<file path="src/rtl/uart_rxb_pkg.sv">
package uart_rxb_pkg;
  // error status bit positions (software decodes these)
  localparam int ERR_OVR = 0;
  localparam int ERR_PAR = 1;
  localparam int ERR_FRM = 2;
  localparam int ERR_BRK = 3;
  localparam int ERRW    = 4;
  // control bit positions
  localparam int CTL_EN    = 0;
  localparam int CTL_RXRST = 1;
  localparam int CTL_TXRST = 2;
  localparam int CTLW      = 3;
  localparam int STATW     = 9;

  typedef enum logic [1:0] {SRC_NONE, SRC_FIFO, SRC_ZERO, SRC_HOLD} rd_src_e;
endpackage

</file>
<file path="src/rtl/rxb_store.sv">
module rxb_store #(
  parameter int DEPTH = 16,
  parameter int DW    = 8,
  localparam int AW   = (DEPTH > 1) ? $clog2(DEPTH) : 1,
  localparam int CW   = $clog2(DEPTH + 1)
) (
  input  logic          clk,
  input  logic          rst,
  input  logic          flush,
  input  logic          push,
  input  logic [DW-1:0] push_data,
  input  logic          pop,
  output logic [DW-1:0] pop_data,
  output logic [CW-1:0] cnt,
  output logic          full,
  output logic          empty
);
  logic [DW-1:0] mem [DEPTH];
  logic [AW-1:0] wp_q, rp_q;
  logic [CW-1:0] cnt_q;
  logic [DW-1:0] pop_q;

  function automatic logic [AW-1:0] bump(input logic [AW-1:0] p);
    if (p == AW'(DEPTH - 1)) return '0;
    return p + 1'b1;
  endfunction

  // storage without reset so it maps onto block RAM
  always_ff @(posedge clk) begin
    if (push && !flush) mem[wp_q] <= push_data;
    if (pop) pop_q <= mem[rp_q];
  end

  always_ff @(posedge clk) begin
    if (rst || flush) begin
      wp_q  <= '0;
      rp_q  <= '0;
      cnt_q <= '0;
    end else begin
      if (push) wp_q <= bump(wp_q);
      if (pop)  rp_q <= bump(rp_q);
      case ({push, pop})
        2'b10:   cnt_q <= cnt_q + 1'b1;
        2'b01:   cnt_q <= cnt_q - 1'b1;
        default: cnt_q <= cnt_q;
      endcase
    end
  end

  assign pop_data = pop_q;
  assign cnt      = cnt_q;
  assign full     = (cnt_q == CW'(DEPTH));
  assign empty    = (cnt_q == '0);

  assert_cnt_bound_R3: assert property (@(posedge clk) disable iff (rst)
    cnt_q <= CW'(DEPTH));
  assert_no_overflow_R8: assert property (@(posedge clk) disable iff (rst)
    !(push && full && !pop));
  assert_no_underflow_R5: assert property (@(posedge clk) disable iff (rst)
    !(pop && empty));
  assert_pushpop_keep_R13: assert property (@(posedge clk) disable iff (rst)
    (push && pop && !flush) |=> cnt_q == $past(cnt_q));
  assert_flush_empty_R2: assert property (@(posedge clk) disable iff (rst)
    flush |=> cnt_q == '0);
endmodule

</file>
<file path="src/rtl/rxb_errstat.sv">
module rxb_errstat #(
  parameter int W = 4
) (
  input  logic         clk,
  input  logic         rst,
  input  logic [W-1:0] set_bits,
  input  logic         extra_evt,
  input  logic         rd,
  output logic [W-1:0] rdata,
  output logic         evt
);
  logic [W-1:0] q;
  logic [W-1:0] rdata_q;
  logic         evt_q;

  always_ff @(posedge clk) begin
    if (rst) begin
      q       <= '0;
      rdata_q <= '0;
      evt_q   <= 1'b0;
    end else begin
      evt_q <= (|set_bits) || extra_evt;
      if (rd) begin
        rdata_q <= q;
        q       <= set_bits;
      end else begin
        q <= q | set_bits;
      end
    end
  end

  assign rdata = rdata_q;
  assign evt   = evt_q;

  assert_sticky_R12: assert property (@(posedge clk) disable iff (rst)
    (!rd && set_bits != '0) |=> (q & $past(set_bits)) == $past(set_bits));
  assert_keep_on_read_R12: assert property (@(posedge clk) disable iff (rst)
    rd |=> q == $past(set_bits));
  assert_set_evt_R11: assert property (@(posedge clk) disable iff (rst)
    (set_bits != '0) |=> evt);
endmodule

</file>
<file path="src/rtl/uart_rx_buffer.sv">
module uart_rx_buffer
  import uart_rxb_pkg::*;
#(
  parameter int DEPTH = 16,  // at most 255 so the count fits the status field
  parameter int DW    = 8,
  localparam int CW   = $clog2(DEPTH + 1)
) (
  input  logic             clk,
  input  logic             rst,
  input  logic             ctrl_wr,
  input  logic [CTLW-1:0]  ctrl_wdata,
  output logic [CTLW-1:0]  ctrl_rdata,
  output logic             tx_flush,
  input  logic             rx_valid,
  input  logic [DW-1:0]    rx_byte,
  input  logic             rx_perr,
  input  logic             rx_ferr,
  input  logic             rx_break,
  input  logic             rd_en,
  output logic [DW-1:0]    rd_data,
  output logic             rd_valid,
  output logic [STATW-1:0] fifo_status,
  output logic             data_ready,
  input  logic             err_rd,
  output logic [ERRW-1:0]  err_rdata,
  output logic             rx_evt,
  output logic             err_evt
);
  logic          en_q, tx_flush_q, hold_rdy_q, rx_evt_q;
  logic [DW-1:0] hold_q, hold_out_q;
  rd_src_e       src_q;

  logic          flush, push_req, pop_ok, empty_rd, fifo_push, drop, hold_push, accepted;
  logic [DW-1:0] push_byte, pop_data;
  logic [CW-1:0] cnt;
  logic          full, empty;
  logic [ERRW-1:0] err_set;

  assign flush     = ctrl_wr && ctrl_wdata[CTL_RXRST];
  assign push_req  = rx_valid || rx_break;
  assign push_byte = rx_break ? '0 : rx_byte;
  assign pop_ok    = rd_en && en_q && !empty;
  assign empty_rd  = rd_en && en_q && empty;
  assign fifo_push = en_q && push_req && !flush && (!full || pop_ok);
  assign drop      = en_q && push_req && !flush && full && !pop_ok;
  assign hold_push = !en_q && push_req;
  assign accepted  = fifo_push || hold_push;

  always_comb begin
    err_set          = '0;
    err_set[ERR_OVR] = drop;
    err_set[ERR_PAR] = rx_valid && !rx_break && rx_perr;
    err_set[ERR_FRM] = rx_valid && !rx_break && rx_ferr;
    err_set[ERR_BRK] = rx_break;
  end

  rxb_store #(.DEPTH(DEPTH), .DW(DW)) u_store (
    .clk(clk), .rst(rst), .flush(flush), .push(fifo_push), .push_data(push_byte),
    .pop(pop_ok), .pop_data(pop_data), .cnt(cnt), .full(full), .empty(empty)
  );

  rxb_errstat #(.W(ERRW)) u_err (
    .clk(clk), .rst(rst), .set_bits(err_set), .extra_evt(empty_rd), .rd(err_rd),
    .rdata(err_rdata), .evt(err_evt)
  );

  always_ff @(posedge clk) begin
    if (rst) begin
      en_q       <= 1'b0;
      tx_flush_q <= 1'b0;
      hold_q     <= '0;
      hold_out_q <= '0;
      hold_rdy_q <= 1'b0;
      src_q      <= SRC_NONE;
      rx_evt_q   <= 1'b0;
    end else begin
      tx_flush_q <= ctrl_wr && ctrl_wdata[CTL_TXRST];
      if (ctrl_wr) en_q <= ctrl_wdata[CTL_EN];
      rx_evt_q <= accepted;
      if (hold_push) begin
        hold_q     <= push_byte;
        hold_rdy_q <= 1'b1;
      end else if (rd_en && !en_q) begin
        hold_rdy_q <= 1'b0;
      end
      if (rd_en && !en_q) hold_out_q <= hold_q;
      if (!rd_en)      src_q <= SRC_NONE;
      else if (!en_q)  src_q <= SRC_HOLD;
      else if (empty)  src_q <= SRC_ZERO;
      else             src_q <= SRC_FIFO;
    end
  end

  always_comb begin
    case (src_q)
      SRC_FIFO: rd_data = pop_data;
      SRC_HOLD: rd_data = hold_out_q;
      default:  rd_data = '0;
    endcase
  end

  assign rd_valid    = (src_q != SRC_NONE);
  assign ctrl_rdata  = {{(CTLW-1){1'b0}}, en_q};
  assign tx_flush    = tx_flush_q;
  assign rx_evt      = rx_evt_q;
  assign data_ready  = en_q ? !empty : hold_rdy_q;
  assign fifo_status = {full, full ? 8'h00 : 8'(cnt)};

  assert_empty_read_R5: assert property (@(posedge clk) disable iff (rst)
    empty_rd |=> (rd_valid && rd_data == '0 && err_evt));
  assert_accept_evt_R9: assert property (@(posedge clk) disable iff (rst)
    accepted |=> rx_evt);
  assert_last_read_R6: assert property (@(posedge clk) disable iff (rst)
    (pop_ok && cnt == CW'(1) && !fifo_push && !ctrl_wr) |=> !data_ready);
  assert_hold_read_R7: assert property (@(posedge clk) disable iff (rst)
    (!en_q && rd_en && !push_req && !ctrl_wr) |=> !data_ready);
  assert_tx_flush_R2: assert property (@(posedge clk) disable iff (rst)
    (ctrl_wr && ctrl_wdata[CTL_TXRST]) |=> tx_flush);
endmodule

</file>
<file path="config.mk">
export PLATFORM = sky130hd
export DESIGN_NAME = uart_rx_buffer
export DESIGN_NICKNAME = d
export VERILOG_FILES = /design/src/rtl/uart_rxb_pkg.sv /design/src/rtl/rxb_store.sv /design/src/rtl/rxb_errstat.sv /design/src/rtl/uart_rx_buffer.sv
export SDC_FILE = /design/constraint.sdc
export NUM_CORES = 1
export LEC_CHECK = 0
export CAP_MARGIN = 20
export CORE_UTILIZATION = 50
export DETAILED_ROUTE_END_ITERATION = 10
export DONT_BUFFER_PORTS = 1
export HOLD_SLACK_MARGIN = 0.15
export PLACE_DENSITY = 0.72
export SLEW_MARGIN = 10
export SYNTH_ARGS = -nofsm -noshare
export SYNTH_HDL_FRONTEND = slang
export SYNTH_SLANG_ARGS = --single-unit
</file>
<file path="constraint.sdc">
create_clock -name clk -period 3.6 [get_ports clk]
set_input_delay 0.72 -clock clk [delete_from_list [all_inputs] [get_ports clk]]
set_output_delay 0.72 -clock clk [all_outputs]
set_load 0.05 [all_outputs]
</file>
Word-level counts from Yosys, hierarchy flattened

Memories as Yosys holds them, arrays and structs flattened. A register that Yosys moved wholly into a read port is not among the register bits.
Cells that the tools add are included.

Flip-flop bits (word level): 44
Latch bits: 0
RAM bits: 128
ROM bits: 0
Input port bits: 20
Output and inout bits: 29
Logic and storage cells: 82
Memories kept: 1

Memories:

| name        | words | width | rd ports | clocked after Yosys merged registers in | wr ports | line            | source |
|---|---|---|---|---|---|---|---|
| u_store.mem | 16    | 8     | 1        | 1                                       | 1        | rxb_store.sv:18 | `logic [DW-1:0] mem [DEPTH];` |

Add/sub/neg operators: 4
Multiply operators: 0
Div/mod/pow operators: 0
Order comparisons: 0
Equal/unequal tests: 7
Shift operators: 0
Muxes and demuxes: 22
Bitwise logic cells: 2
Reductions and logical operators: 33

Operators with widths:

| kind                                                                   | count |
|---|---|
| 4-bit two-way mux                                                      | 5 |
| 1-bit logical AND                                                      | 16 |
| 8-bit case mux with 2 select lines                                     | 1 |
| 1-bit two-way mux                                                      | 11 |
| 5-bit case mux with 2 select lines                                     | 1 |
| 4-bit by 1-bit adder with 4-bit output (second input constant)         | 2 |
| 4-bit equality test (second input constant)                            | 2 |
| 8-bit two-way mux                                                      | 1 |
| 1-bit logical NOT                                                      | 6 |
| 2-bit nonzero test                                                     | 3 |
| 5-bit by 1-bit adder with 5-bit output (second input constant)         | 1 |
| 5-bit equality test (second input constant)                            | 1 |
| 5-bit logical NOT                                                      | 1 |
| 1-bit logical OR                                                       | 5 |
| 5-bit two-way mux                                                      | 1 |
| 5-bit by 1-bit subtractor with 5-bit output (second input constant)    | 1 |
| 2-bit by 1-bit equality test with 1-bit output (second input constant) | 2 |
| 2-bit equality test (second input constant)                            | 2 |
| 2-bit two-way mux                                                      | 2 |
| 4-bit OR                                                               | 1 |
| 4-bit OR reduction                                                     | 1 |
| 2-bit OR reduction                                                     | 1 |
| 1-bit inverter                                                         | 1 |

Longest topological paths before layout

Word-level depth: 8
Gate-level depth with buffers: 9
Gate-level depth less buffers: 8

Hierarchy

Synthesis repeated with hierarchy kept, for this count alone.

Cells, all modules: 500
Area total of the unflattened synthesis: 7618.6 sq um

By module, submodules not included:

| module         | instances | cells each | area each (sq um) | seq. area each (sq um) |
|---|---|---|---|---|
| rxb_store      | 1         | 331        | 6139.6            | 4344.2 |
| uart_rx_buffer | 1         | 136        | 1157.4            | 440.4 |
| rxb_errstat    | 1         | 33         | 321.6             | 180.2 |

Least setup slack after synthesis

OpenSTA, ideal clock, no wires.

Path kind: input to register
Start point: input rd_en
End point: register u_store.cnt_q[4], in the netlist u_store.cnt[4]
Library setup time: 72 ps
Arrival: 2403 ps
Required time: 3528 ps
Setup slack: 1125 ps
Stages: 8
Path buffers: 1
Cell sequence: clkbuf_1 nand2_1 a211o_4 xnor2_1 ha_1 o211a_1 a221oi_2 mux2i_1

Longest elaborated chain between the ends: 6
Elaborated cells between the ends (all ways): 8
Classes of those cells: eq/ne (2); mux (1); reduce/logical (5)

RTL lines:

| what                                                                                         | line                 | source |
|---|---|---|
| start, declared                                                                              | uart_rx_buffer.sv:19 | `input logic rd_en,` |
| 1-bit logical AND (*) (2 in a row)                                                           | uart_rx_buffer.sv:42 | `assign pop_ok = rd_en && en_q && !empty;` |
| 1-bit logical OR                                                                             | uart_rx_buffer.sv:44 | `assign fifo_push = en_q && push_req && !flush && (!full \|\| pop_ok);` |
| 1-bit logical AND                                                                            | uart_rx_buffer.sv:44 |  |
| 2-bit by 1-bit equality test with 1-bit output / 2-bit equality test (equally long branches) | rxb_store.sv:42      | `case ({push, pop})` |
| 5-bit case mux with 2 select lines / 2-bit nonzero test (equally long branches)              | n/a                  |  |
| end signal, assigned                                                                         | rxb_store.sv:43      | `2'b10: cnt_q <= cnt_q + 1'b1;` |
| end signal, assigned                                                                         | rxb_store.sv:44      | `2'b01: cnt_q <= cnt_q - 1'b1;` |
| end signal, assigned                                                                         | rxb_store.sv:45      | `default: cnt_q <= cnt_q;` |
| end, declared                                                                                | rxb_store.sv:20      | `logic [CW-1:0] cnt_q;` |

Mark *: on every way between the ends. The rest lies on a longest branch, timed or not.
A chain may end at the register's enable or synchronous reset.

Worst setup path after layout

Start point: register u_store.cnt_q[1], in the netlist u_store.cnt[1]
End point: output data_ready

Longest elaborated chain between the ends: 3

RTL lines:

| what              | line                  | source |
|---|---|---|
| 5-bit logical NOT | rxb_store.sv:53       | `assign empty = (cnt_q == '0);` |
| 1-bit logical NOT | uart_rx_buffer.sv:106 | `assign data_ready = en_q ? !empty : hold_rdy_q;` |
| 1-bit two-way mux | uart_rx_buffer.sv:106 |  |
| end, declared     | uart_rx_buffer.sv:23  | `output logic data_ready,` |

Every way passes these cells.

==> impl_metrics.toml <==
[synthesis]
yosysSeqAreaShare = 0.672
synth-seq-cells = 180
ys.flop_type = "edfxtp_1"
synth_area_sq_um = 7390
synth_enable_flop_cells = 136
synth.distinct_cells = 48
syn_inst = 480
async_reset_ff_frac = 0
ys_warn_count = 0
avgSynthCellArea_sq_um = 15.4

[final_layout]
diodes = 0
synthToLayoutAreaGrowth_pct = 10.3
drive_gt1_frac = 0.198
final_util = 0.563
layout.nets = 509
fillCellCount = 1092

[cts]
clk_latency_ps = 420
holdBufCountCts = 0
cts_inserted_buffers = 17
cts.clk_slew.worst_paths_ps = 70
post_cts.repair.setup_buffers = 0
root_buffer = "clkbuf_16"
cts-resized-gates = 0
cts.sinks = 180
cts_tree = "built"
cts_max_path_buffers = 2
htreeDepth = 4

[die]
dieArea_sq_um = 15300
rows = 44
ios = 49
start_util = 0.510
coreArea_sq_um = 14500
fp.dieH_um = 124
fp.dieW_um = 124

[min_path]
holdPathEnd = "u_err.evt"
holdCritStartpoint = "rst"
hold_path_depth = 1
hold_path.class = "in -> reg"

[drt]
drtIter0Drc = 480
routedWlPerCell_um = 21.6
routed_wl_um = 14700
dr.pass1.iters = 5
avgViaCountPerCell = 5.86
drc = 0
num_vias = 3977
ant_nets = 0

[power_and_ir_drop]
ir_drop_mv = 0.354
leakage_nw = 2.67
clock_power_share = 0.420
p_total_mw = 4.21
swShare = 0.214
pwr-share-comb = 0.039
internal-power_mw = 3.31
switchingPower_mw = 0.903
sequentialPowerShare = 0.541
p_per_area_nw_per_um2 = 517

[timing]
tightest_slew_ps = 944
period_share = 0.796
hold_violations = 0
clock_skew_ps = 10.2
rsz0062_at_grt = "no"
drv_slew = 0
max_clock_freq_ghz = 0.349
period_needed_ps = 2870
setup_viol = 0
slew_headroom = 0.369
tns_ps = 0
finalWorstSetupSlack_ps = 733

[setup_path]
crit_type = "reg -> out"
crit_arrival_ps = 2150
cp-end-kind = "output port"
r2r-end = "u_store.mem[8][1]"
critical_path.startpoint_type = "flip-flop"
worst_r2r_path_depth = 4
r2r-start = "u_store.cnt[1]"
worstPathRequired_ps = 2880
ff2ff_setup_slack_ps = 840
cp_cell_sequence = "or4_4 -> nor2_1 -> a21oi_1 -> buf_4"
crit_fanout = 11
worst_path_largest_cell_delay_ps = 650
critPathSlowestCell = "or4_4"

[grt]
grt_antenna_before_repair = 0
grt_pass1_vias = 3825
grt_use_met2 = 0.330
grt_max_degree = 37
grt_pass1_wl_um = 22300
gr-max-usage-layer = "met2"
grt_util_met3 = 0.0521
grt.total_usage = 0.209
grt_use_met1 = 0.281
grt_overflow_total = 0

[run]
drv_cap = 0

[placed_design]
gp_congestion = 0.790
hpwl_um = 9880
dp_slack_ps = 871
io_buffer_count = 0

[outcome]
status = "finished, final reports clean"
==> registers in the layout (all words and copies together), names as in the netlist <==
register          flops
u_store.mem         128
hold_out_q            8
hold_q                8
u_store.pop_data      8
u_store.cnt           5
u_err.q               4
u_err.rdata           4
u_store.rp_q          4
u_store.wp_q          4
src_q                 2
en_q                  1
hold_rdy_q            1
rx_evt                1
tx_flush              1
u_err.evt             1
==> final cells by class <==
cell class | count | area [sq um] | area share
clock buffer | 22 | 474 | 0.0582
inverter | 8 | 32.5 | 0.00399
sequential | 180 | 4970 | 0.609
timing repair buffer | 16 | 133 | 0.0163
tap | 184 | 230 | 0.0283
multi-input combinational | 259 | 2220 | 0.272
clock inverter | 10 | 96.3 | 0.0118
==> critical path: cells and delay by family (launching register included) <==
family | cells | cell delay, ps
AO/OA/AOI/OAI | 1 | 100
buffers and inverters | 1 | 210
flip-flops | 1 | 590
AND/OR/NAND/NOR | 2 | 820
==> logic make-up (layout without fill, tap and decap cells) <==
| family | Yosys count | in the layout | synth area share |
|---|---|---|---|
| AO/OA/AOI/OAI | 54 | 54 | 0.0518 |
| multiplexers | 59 | 59 | 0.148 |
| buffers and inverters | 45 | 56 | 0.0302 |
| AND/OR/NAND/NOR | 128 | 128 | 0.0784 |
| adder cells (fa/ha/maj) | 7 | 7 | 0.0119 |
| flip-flops | 180 | 180 | 0.672 |
| XOR/XNOR | 6 | 6 | 0.00711 |
| other | 1 | 5 | 0.000508 |
==> per-layer routing <==
layer / part of all wire / up-vias
li1: - / 1799
met1: 0.42 / 2010
met2: 0.50 / 149
met3: 0.062 / 19
met4: 0.020 / 0
met5: 0 / -
==> power groups by stage <==
stage / combinational, mW / sequential [mW] / clock [mW]
5_1_grt: 0.178 / 2.28 / 1.87
4_1_cts: 0.165 / 2.28 / 1.79
6_report: 0.164 / 2.28 / 1.77
3_3_place_gp: 0.160 / 2.32 / 0
3_5_place_dp: 0.165 / 2.33 / 0
2_1_floorplan: 0.143 / 2.31 / 0
==> cells in the final DEF, fill, tap and decap left out, types with 15 or more instances in the layout <==
master / instances
edfxtp_1: 136
nand2_1: 47
nor2_1: 47
dfxtp_1: 43
mux4_2: 40
a21oi_1: 28
mux2i_1: 18
nor2b_1: 17
clkbuf_16: 17
buf_4: 15
==> worst max path at each step <==
stage / from / end / slack [ps]
2_1_floorplan: rd_en / u_store.cnt[4] / 1130
3_5_place_dp: u_store.cnt[1] / u_store.mem[10][1] / 870
3_3_place_gp: u_store.cnt[1] / u_store.mem[8][4] / 970
6_report: u_store.cnt[1] / data_ready / 730
4_1_cts: u_store.cnt[1] / data_ready / 720
5_1_grt: u_store.cnt[1] / fifo_status[8] / 630
==> through the flow <==
stage	area (sq um)	hold WS, ps	cells
detailed placement	7580	443	647
finish	8150	354	679
global route	8150	340	679
floorplan	7400	432	484
global placement	7580	440	647
CTS	8150	341	679
==> synth_stat cells (2+ instances only) <==
master       n  share of area
o211a_1      2         0.0027
o2bb2ai_1    2         0.0024
dfxtp_1     44           0.12
mux2i_1     18          0.024
a22oi_1      2         0.0020
a31oi_1      3         0.0025
xor2_1       4         0.0047
a2111oi_0    2         0.0024
o21ai_1      3         0.0020
inv_1        7         0.0036
buf_2        6         0.0041
xnor2_1      2         0.0024
nor3_1       5         0.0034
nand2b_1     3         0.0025
o21ai_0      2         0.0014
nor2b_1     18          0.015
a21oi_1     28          0.019
clkbuf_1    20          0.010
ha_1         7          0.012
buf_4        8         0.0081
mux4_2      40           0.12
nand2_1     47          0.024
edfxtp_1   136           0.55
nor2_1      47          0.024
Power figures use the tool's default switching activity.
